$ cat src/rtl/sdbg_pkg.sv
package sdbg_pkg;
  typedef enum logic [1:0] {PH_IDLE, PH_TX, PH_RX} phase_e;
  localparam int SYNC_STAGES = 2;
  localparam int MIN_PERIOD  = 16;
  localparam int BYTE_W      = 8;
endpackage

$ cat src/rtl/sdbg_sync2.sv
module sdbg_sync2 (
  input  logic clk_i,
  input  logic rst_ni,
  input  logic d_i,
  output logic q_o
);
  logic s1_q, s2_q;
  always_ff @(posedge clk_i or negedge rst_ni) begin
    if (!rst_ni) begin
      s1_q <= 1'b1;
      s2_q <= 1'b1;
    end else begin
      s1_q <= d_i;
      s2_q <= s1_q;
    end
  end
  assign q_o = s2_q;
endmodule

$ cat src/rtl/sdbg_timing.sv
module sdbg_timing import sdbg_pkg::*; #(
  parameter int TICK_W = 16
) (
  input  logic              clk_i,
  input  logic              rst_ni,
  input  logic              load_i,
  input  logic [TICK_W-1:0] period_i,
  output logic [TICK_W-1:0] period_o,
  output logic [TICK_W-1:0] w1_o,
  output logic [TICK_W-1:0] w0_o,
  output logic [TICK_W-1:0] samp_o
);
  localparam int EXT_W = TICK_W + 4;

  logic [EXT_W-1:0]  p_ext;
  logic [TICK_W-1:0] w1_d, w0_d, thr_d;

  // round(k*P/16) = (k*P + 8) >> 4
  assign p_ext = EXT_W'(period_i);
  assign w1_d  = TICK_W'(((p_ext << 2) + EXT_W'(8)) >> 4);
  assign w0_d  = TICK_W'(((p_ext << 3) + (p_ext << 2) + p_ext + EXT_W'(8)) >> 4);
  assign thr_d = TICK_W'(((p_ext << 3) + (p_ext << 1) + EXT_W'(8)) >> 4);

  always_ff @(posedge clk_i or negedge rst_ni) begin
    if (!rst_ni) begin
      period_o <= TICK_W'(MIN_PERIOD);
      w1_o     <= '0;
      w0_o     <= '0;
      samp_o   <= '0;
    end else if (load_i) begin
      period_o <= period_i;
      w1_o     <= w1_d;
      w0_o     <= w0_d;
      samp_o   <= thr_d + TICK_W'(SYNC_STAGES); // cover synchronizer latency
    end
  end

  assert_period_min_R10: assert property (@(posedge clk_i) disable iff (!rst_ni)
    load_i |-> period_i >= TICK_W'(MIN_PERIOD));
endmodule

$ cat src/rtl/sdbg_slot_gen.sv
module sdbg_slot_gen #(
  parameter int TICK_W = 16
) (
  input  logic              clk_i,
  input  logic              rst_ni,
  input  logic              run_i,
  input  logic              is_tx_i,
  input  logic              bit_i,
  input  logic [TICK_W-1:0] period_i,
  input  logic [TICK_W-1:0] w1_i,
  input  logic [TICK_W-1:0] w0_i,
  input  logic [TICK_W-1:0] samp_i,
  output logic              slot_end_o,
  output logic              samp_o,
  output logic              drive_en_o,
  output logic              pin_o,
  output logic              speedup_o
);
  logic [TICK_W-1:0] cnt_q;
  logic [TICK_W-1:0] low_w;
  logic              host_low, spd;

  assign slot_end_o = run_i && (cnt_q == period_i - TICK_W'(1));
  assign samp_o     = run_i && !is_tx_i && (cnt_q == samp_i);

  always_ff @(posedge clk_i or negedge rst_ni) begin
    if (!rst_ni)                 cnt_q <= '0;
    else if (!run_i || slot_end_o) cnt_q <= '0;
    else                         cnt_q <= cnt_q + TICK_W'(1);
  end

  assign low_w      = (is_tx_i && !bit_i) ? w0_i : w1_i;
  assign host_low   = run_i && (cnt_q < low_w);
  assign spd        = run_i && is_tx_i && (cnt_q == low_w);
  assign drive_en_o = host_low || spd;
  assign pin_o      = spd;
  assign speedup_o  = spd;

  assert_no_rx_speedup_R5: assert property (@(posedge clk_i) disable iff (!rst_ni)
    speedup_o |-> is_tx_i);
  assert_speedup_one_tick_R3: assert property (@(posedge clk_i) disable iff (!rst_ni)
    speedup_o |=> !speedup_o);
  assert_idle_released_R1: assert property (@(posedge clk_i) disable iff (!rst_ni)
    !run_i |-> !drive_en_o);
  assert_slot_opens_low_R2: assert property (@(posedge clk_i) disable iff (!rst_ni)
    (slot_end_o && $past(run_i)) |=> (run_i -> (drive_en_o && !pin_o)));
endmodule

$ cat src/rtl/sdbg_host_engine.sv
module sdbg_host_engine import sdbg_pkg::*; #(
  parameter int TICK_W = 16,
  parameter int CNT_W  = 4
) (
  input  logic              clk_i,
  input  logic              rst_ni,
  input  logic [TICK_W-1:0] period_i,
  input  logic              start_i,
  input  logic [CNT_W-1:0]  tx_count_i,
  input  logic [CNT_W-1:0]  rx_count_i,
  input  logic [7:0]        tx_data_i,
  output logic              tx_pop_o,
  output logic [7:0]        rx_data_o,
  output logic              rx_valid_o,
  output logic              busy_o,
  output logic              done_o,
  input  logic              pin_i,
  output logic              pin_o,
  output logic              drive_en_o,
  output logic              speedup_o
);
  localparam int IDX_W = $clog2(BYTE_W);

  phase_e            phase_q;
  logic [IDX_W-1:0]  bit_idx_q;
  logic [CNT_W-1:0]  tx_left_q, rx_left_q;
  logic [7:0]        tx_sh_q, rx_sh_q, rx_data_q;
  logic              rx_valid_q, done_q, pop_q;
  logic              accept, pin_s, slot_end, samp;
  logic [TICK_W-1:0] per_w, w1_w, w0_w, samp_w;

  assign accept = start_i && (phase_q == PH_IDLE);

  sdbg_sync2 u_sync (
    .clk_i(clk_i), .rst_ni(rst_ni), .d_i(pin_i), .q_o(pin_s)
  );

  sdbg_timing #(.TICK_W(TICK_W)) u_timing (
    .clk_i(clk_i), .rst_ni(rst_ni), .load_i(accept), .period_i(period_i),
    .period_o(per_w), .w1_o(w1_w), .w0_o(w0_w), .samp_o(samp_w)
  );

  sdbg_slot_gen #(.TICK_W(TICK_W)) u_slot (
    .clk_i(clk_i), .rst_ni(rst_ni),
    .run_i(phase_q != PH_IDLE), .is_tx_i(phase_q == PH_TX), .bit_i(tx_sh_q[7]),
    .period_i(per_w), .w1_i(w1_w), .w0_i(w0_w), .samp_i(samp_w),
    .slot_end_o(slot_end), .samp_o(samp),
    .drive_en_o(drive_en_o), .pin_o(pin_o), .speedup_o(speedup_o)
  );

  always_ff @(posedge clk_i or negedge rst_ni) begin
    if (!rst_ni) begin
      phase_q    <= PH_IDLE;
      bit_idx_q  <= '0;
      tx_left_q  <= '0;
      rx_left_q  <= '0;
      tx_sh_q    <= '0;
      rx_sh_q    <= '0;
      rx_data_q  <= '0;
      rx_valid_q <= 1'b0;
      done_q     <= 1'b0;
      pop_q      <= 1'b0;
    end else begin
      rx_valid_q <= 1'b0;
      done_q     <= 1'b0;
      pop_q      <= 1'b0;
      unique case (phase_q)
        PH_IDLE: if (start_i) begin
          bit_idx_q <= IDX_W'(BYTE_W - 1);
          rx_left_q <= rx_count_i;
          if (tx_count_i != '0) begin
            phase_q   <= PH_TX;
            tx_sh_q   <= tx_data_i;
            tx_left_q <= tx_count_i - CNT_W'(1);
            pop_q     <= 1'b1;
          end else if (rx_count_i != '0) begin
            phase_q   <= PH_RX;
          end else begin
            done_q    <= 1'b1;
          end
        end
        PH_TX: if (slot_end) begin
          if (bit_idx_q != '0) begin
            bit_idx_q <= bit_idx_q - IDX_W'(1);
            tx_sh_q   <= {tx_sh_q[6:0], 1'b0};
          end else begin
            bit_idx_q <= IDX_W'(BYTE_W - 1);
            if (tx_left_q != '0) begin
              tx_sh_q   <= tx_data_i;
              tx_left_q <= tx_left_q - CNT_W'(1);
              pop_q     <= 1'b1;
            end else if (rx_left_q != '0) begin
              phase_q   <= PH_RX;
            end else begin
              phase_q   <= PH_IDLE;
              done_q    <= 1'b1;
            end
          end
        end
        PH_RX: begin
          if (samp) rx_sh_q <= {rx_sh_q[6:0], pin_s};
          if (slot_end) begin
            if (bit_idx_q != '0) begin
              bit_idx_q <= bit_idx_q - IDX_W'(1);
            end else begin
              bit_idx_q  <= IDX_W'(BYTE_W - 1);
              rx_data_q  <= rx_sh_q;
              rx_valid_q <= 1'b1;
              rx_left_q  <= rx_left_q - CNT_W'(1);
              if (rx_left_q == CNT_W'(1)) begin
                phase_q <= PH_IDLE;
                done_q  <= 1'b1;
              end
            end
          end
        end
        default: phase_q <= PH_IDLE;
      endcase
    end
  end

  assign busy_o     = (phase_q != PH_IDLE);
  assign done_o     = done_q;
  assign tx_pop_o   = pop_q;
  assign rx_data_o  = rx_data_q;
  assign rx_valid_o = rx_valid_q;

  assert_done_idle_R8: assert property (@(posedge clk_i) disable iff (!rst_ni)
    done_o |-> !busy_o);
  assert_done_pulse_R8: assert property (@(posedge clk_i) disable iff (!rst_ni)
    done_o |=> !done_o);
  assert_busy_needs_start_R9: assert property (@(posedge clk_i) disable iff (!rst_ni)
    $rose(busy_o) |-> $past(start_i));
  assert_rx_strobe_R6: assert property (@(posedge clk_i) disable iff (!rst_ni)
    rx_valid_o |=> !rx_valid_o);
  assert_pop_in_tx_R7: assert property (@(posedge clk_i) disable iff (!rst_ni)
    tx_pop_o |-> (busy_o && !rx_valid_o));
endmodule

$ cat config.mk
export PLATFORM = sky130hd
export DESIGN_NAME = sdbg_host_engine
export DESIGN_NICKNAME = d
export VERILOG_FILES = /design/src/rtl/sdbg_pkg.sv /design/src/rtl/sdbg_sync2.sv /design/src/rtl/sdbg_timing.sv /design/src/rtl/sdbg_slot_gen.sv /design/src/rtl/sdbg_host_engine.sv
export SDC_FILE = /design/constraint.sdc
export NUM_CORES = 1
export LEC_CHECK = 0
export BUFFER_PORTS_ARGS = -buffer_cell sky130_fd_sc_hd__clkbuf_2
export CAP_MARGIN = 10
export CORE_ASPECT_RATIO = 2
export CORE_MARGIN = 8
export CORE_UTILIZATION = 60
export CTS_CLUSTER_SIZE = 30
export DETAILED_ROUTE_END_ITERATION = 8
export PLACE_DENSITY = 0.91
export SETUP_SLACK_MARGIN = 0.4
export SLEW_MARGIN = 40
export SYNTH_ARGS = -nofsm -noshare
export SYNTH_HDL_FRONTEND = slang
export SYNTH_SLANG_ARGS = --single-unit
$ cat constraint.sdc
create_clock -name clk_i -period 4.2 [get_ports clk_i]
set_input_delay 0.21 -clock clk_i [delete_from_list [all_inputs] [get_ports clk_i]]
set_output_delay 0.21 -clock clk_i [all_outputs]
set_load 0.05 [all_outputs]
==> results.md <==
- Crit Reg-Reg Startpoint: u_timing.period_o[2]$_DFFE_PN0P_
- Slew headroom: 48.0%
- Max Freq: between 0.2 and 0.3 GHz
- Syn_nets: ~1100
- Drt total wl: about 24000 µm
- Initial Utilization: 61.5%
- Min-delay src: tx_data_i[0]
- Register area share after synthesis: 33.3%
- Syn_area_per_cell: 9.76 µm²
- Clk_lat worst skew: roughly 0.43 ns
- First-pass GRT wire length: slightly below 40000 µm
- Die height: roughly 190 µm
- Max H-tree Level: 4
- Post-synth top area cell: dfrtp_1
- Die X-Extent: 103 µm
- CP max stage cell: dfrtp_1
- IO Pins: 51
- Origin of the worst setup path: phase_q[1]$_DFFE_PN0P_
- Crit path cell chain: inv_1 > ha_2 > nand2b_4 > buf_4 > buf_4 > mux2i_1 > ha_1 > and4_1 > nand3_1 > a21oi_2 > o31a_1 > o21ai_0 > a21o_1 > clkbuf_4
- Fin nets: ~1100
- Iteration-0 DRC Markers: around 520
- Vias in the first global route: 7914
- RSZ-0062 raised after global routing: true
- Distinct cells, synth: 73
- Worst clock skew: 0.0126 ns
- Max cap viols: 0
- Initial antenna violation count: 0
- Startpoint Class: flip-flop
- Worst slew pin tran: 0.780 ns
- Asr flop ratio synth: 100%
- ANT cells: 0
- Largest cells by area after synthesis: dfrtp_1 32%, ha_1 14%, mux2_2 6.4%, xnor2_1 5.3%, xor2_1 3.9%
- Routed wire per std cell: 20.5 µm
- Area grow syn2layout: 12.3%
- Buffers on Ports: 50
- Final worst path period share: 89.6%
- Top FF cell, synth: dfrtp_1
- Slew Viols, Final: 0
- Site Rows: 63
- Total CTS buffers: 17
- Post-synth EDFFs: 0
- Critical Path End Type: primary output
- Largest buffer count on any clock path: 2
- Power Density: 623 nW/µm²
- Post-synth top area share: 32.4%
- TritonCTS clock tree: done
- Drt drc: 0
- Area of the die: between 15000 and 20000 µm²
- Vias/cell: 6.44
- Fin Setup TNS: 0 ns
- LEAKAGE: 4.82 nW
- Critical path depth in cells: 14
- Critical path required time: 3.99 ns
- GP Congestion: between 0.9 and 1
- Dpl ws: 0.276 ns
- CP delay by family, top: compound AO/OA/AOI/OAI gates
- # clock sinks: 121
- Most frequent cells in the layout: 118 x dfrtp_1, 101 x ha_1, 80 x nand2_1
- FF-to-FF End: rx_left_q[1]$_DFFE_PN0P_
- Hold Path Class: input port to flip-flop
- Gate count of the mapped netlist: ~930
- Setup WS post-layout: 0.435 ns
- Hold WS: a little under 0.04 ns
- Fin. Hold Viols: 0
- Seq cells post-synth: 121
- Most frequent CP cell: buf_4
- Crit Path Max Fanout: 8
- Fin crit period: 3.76 ns
- CP bufs+invs: 4
- Critical path's largest stage delay: approximately 0.4 ns
- Share of cells above drive strength 1: about 18%
- Crit path kind: flip-flop to primary output
- Critical Path AT: 3.55 ns
- Commonest non-fill, non-tap cell in the layout: dfrtp_1
- # setup viols final: 0
- Routed via count: 7630
- Pre-Repair DR Iteration Count: 5
- Synthesized area: 9110 µm²
- Post-route ant nets: 0
- Root Buffer: clkbuf_16
- R2R cell count: 8
- Crit path to: drive_en_o
- Largest net degree at the start of global routing: 79
- Core area: 14800 µm²
- Tot Pwr: 6.38 mW
- Reg-to-reg setup timing slack: between 0.6 and 0.7 ns
- Reg clk slew, reported paths: 0.06 ns
- Status: finished, final reports clean
- Dpl hpwl: 17100 µm
- Total GRT Usage: 26.4%
- Synth warnings: 0
- IR drop worst, VDD: 0.258 mV
- GRT overflow: 0
-- worst reg2reg max path, cell delays in order (launching register included) --
cell      delay [ns]
dfrtp_1         0.48
or4_1           0.73
or4b_1          0.58
and3_1          0.21
o31a_1          0.33
nor3_4          0.27
and4_1          0.49
a21oi_1         0.15
a221oi_2        0.25
-- report_power, final --
part / internal (mW) / switching, mW
combinational: 1.21 / 1.66
sequential: 1.58 / 0.412
clock: 0.977 / 0.543
-- what timing repair did --
action / CTS / global route
setup buffers: 0 / 3
hold buffers: 2 / 0
endpoints found under the hold margin: 38 / 0
pin swaps: 0 / 0
resized for setup: 2 / 7
setup endpoints to repair: 1 / 4
-- Yosys cell counts (all sizes together) (5+ instances only) --
cell type	n
xor2	41
a211o	5
a21oi	39
nor2	48
xnor2	55
or4	6
o22ai	6
inv	31
buf	9
clkbuf	29
mux2i	20
fa	14
a21o	14
nand2	82
ha	102
nand2b	5
dfrtp	118
nor2b	5
mux2	53
nand4	14
and3	13
a211oi	11
or2	9
nor4	12
nor3	20
o21ai	57
o21a	11
o211ai	6
nand3	25
nor3b	6
or3	7
-- logic make-up (layout without fill, tap and decap cells) --
family | count (synthesis) | count (layout) | share of synthesized area [%]
mux | 73 | 73 | 8.75
compound gates | 190 | 190 | 13.7
simple gates | 268 | 268 | 15.1
fa+ha+maj | 116 | 116 | 17.1
xor+xnor | 96 | 96 | 9.23
flops | 121 | 121 | 33.3
buf+inv | 69 | 126 | 2.93
-- metrics by stage --
| step | cell area (µm²) | cells | util [%] |
|---|---|---|---|
| 3_3_place_gp | 9540 | 1148 | 64.4 |
| 2_1_floorplan | 9120 | 933 | - |
| 3_5_place_dp | 9540 | 1148 | 64.4 |
| 4_1_cts | 10200 | 1182 | 68.7 |
| 6_report | 10200 | 1185 | 69.0 |
| 5_1_grt | 10200 | 1185 | 69.0 |
-- flip-flops by register name, indices dropped and copies added, names as in the netlist, 2 cells and up --
name and cells:
bit_idx_q 3, u_timing.samp_o 16, u_timing.period_o 16, phase_q 2
tx_sh_q 8, u_timing.w1_o 15, u_timing.w0_o 16, rx_data_o 8
rx_sh_q 8, u_slot.cnt_q 16, tx_left_q 4, rx_left_q 4
-- per-layer routing --
layer  vias up  wire length (µm)  GRT usage, %
met1      3750              8350          26.9
li1       3443                 -             -
met2       323             13100          46.2
met5         -                 0             0
met3       114              1210          4.24
met4         0              1610          20.0
-- worst min-delay path by stage --
stage,end,slack [ns],cells past startpoint
floorplan,bit_idx_q[0]$_DFFE_PN0P_,-0.09,0
global placement,u_timing.samp_o[0]$_DFFE_PN0P_,0.21,1
detailed placement,u_timing.samp_o[0]$_DFFE_PN0P_,0.22,1
CTS,tx_sh_q[0]$_DFFE_PN0P_,0.03,3
global route,tx_sh_q[0]$_DFFE_PN0P_,0.05,3
finish,tx_sh_q[0]$_DFFE_PN0P_,0.04,3
-- final cells by class --
cell class	count	area [µm²]
timing repair buffer	63	358
multi-input combinational	743	5870
sequential	121	3030
clock buffer	21	470
fill	1036	4590
tap	195	244
clock inverter	11	145
inverter	31	116
(Power assumes the default switching activity.)
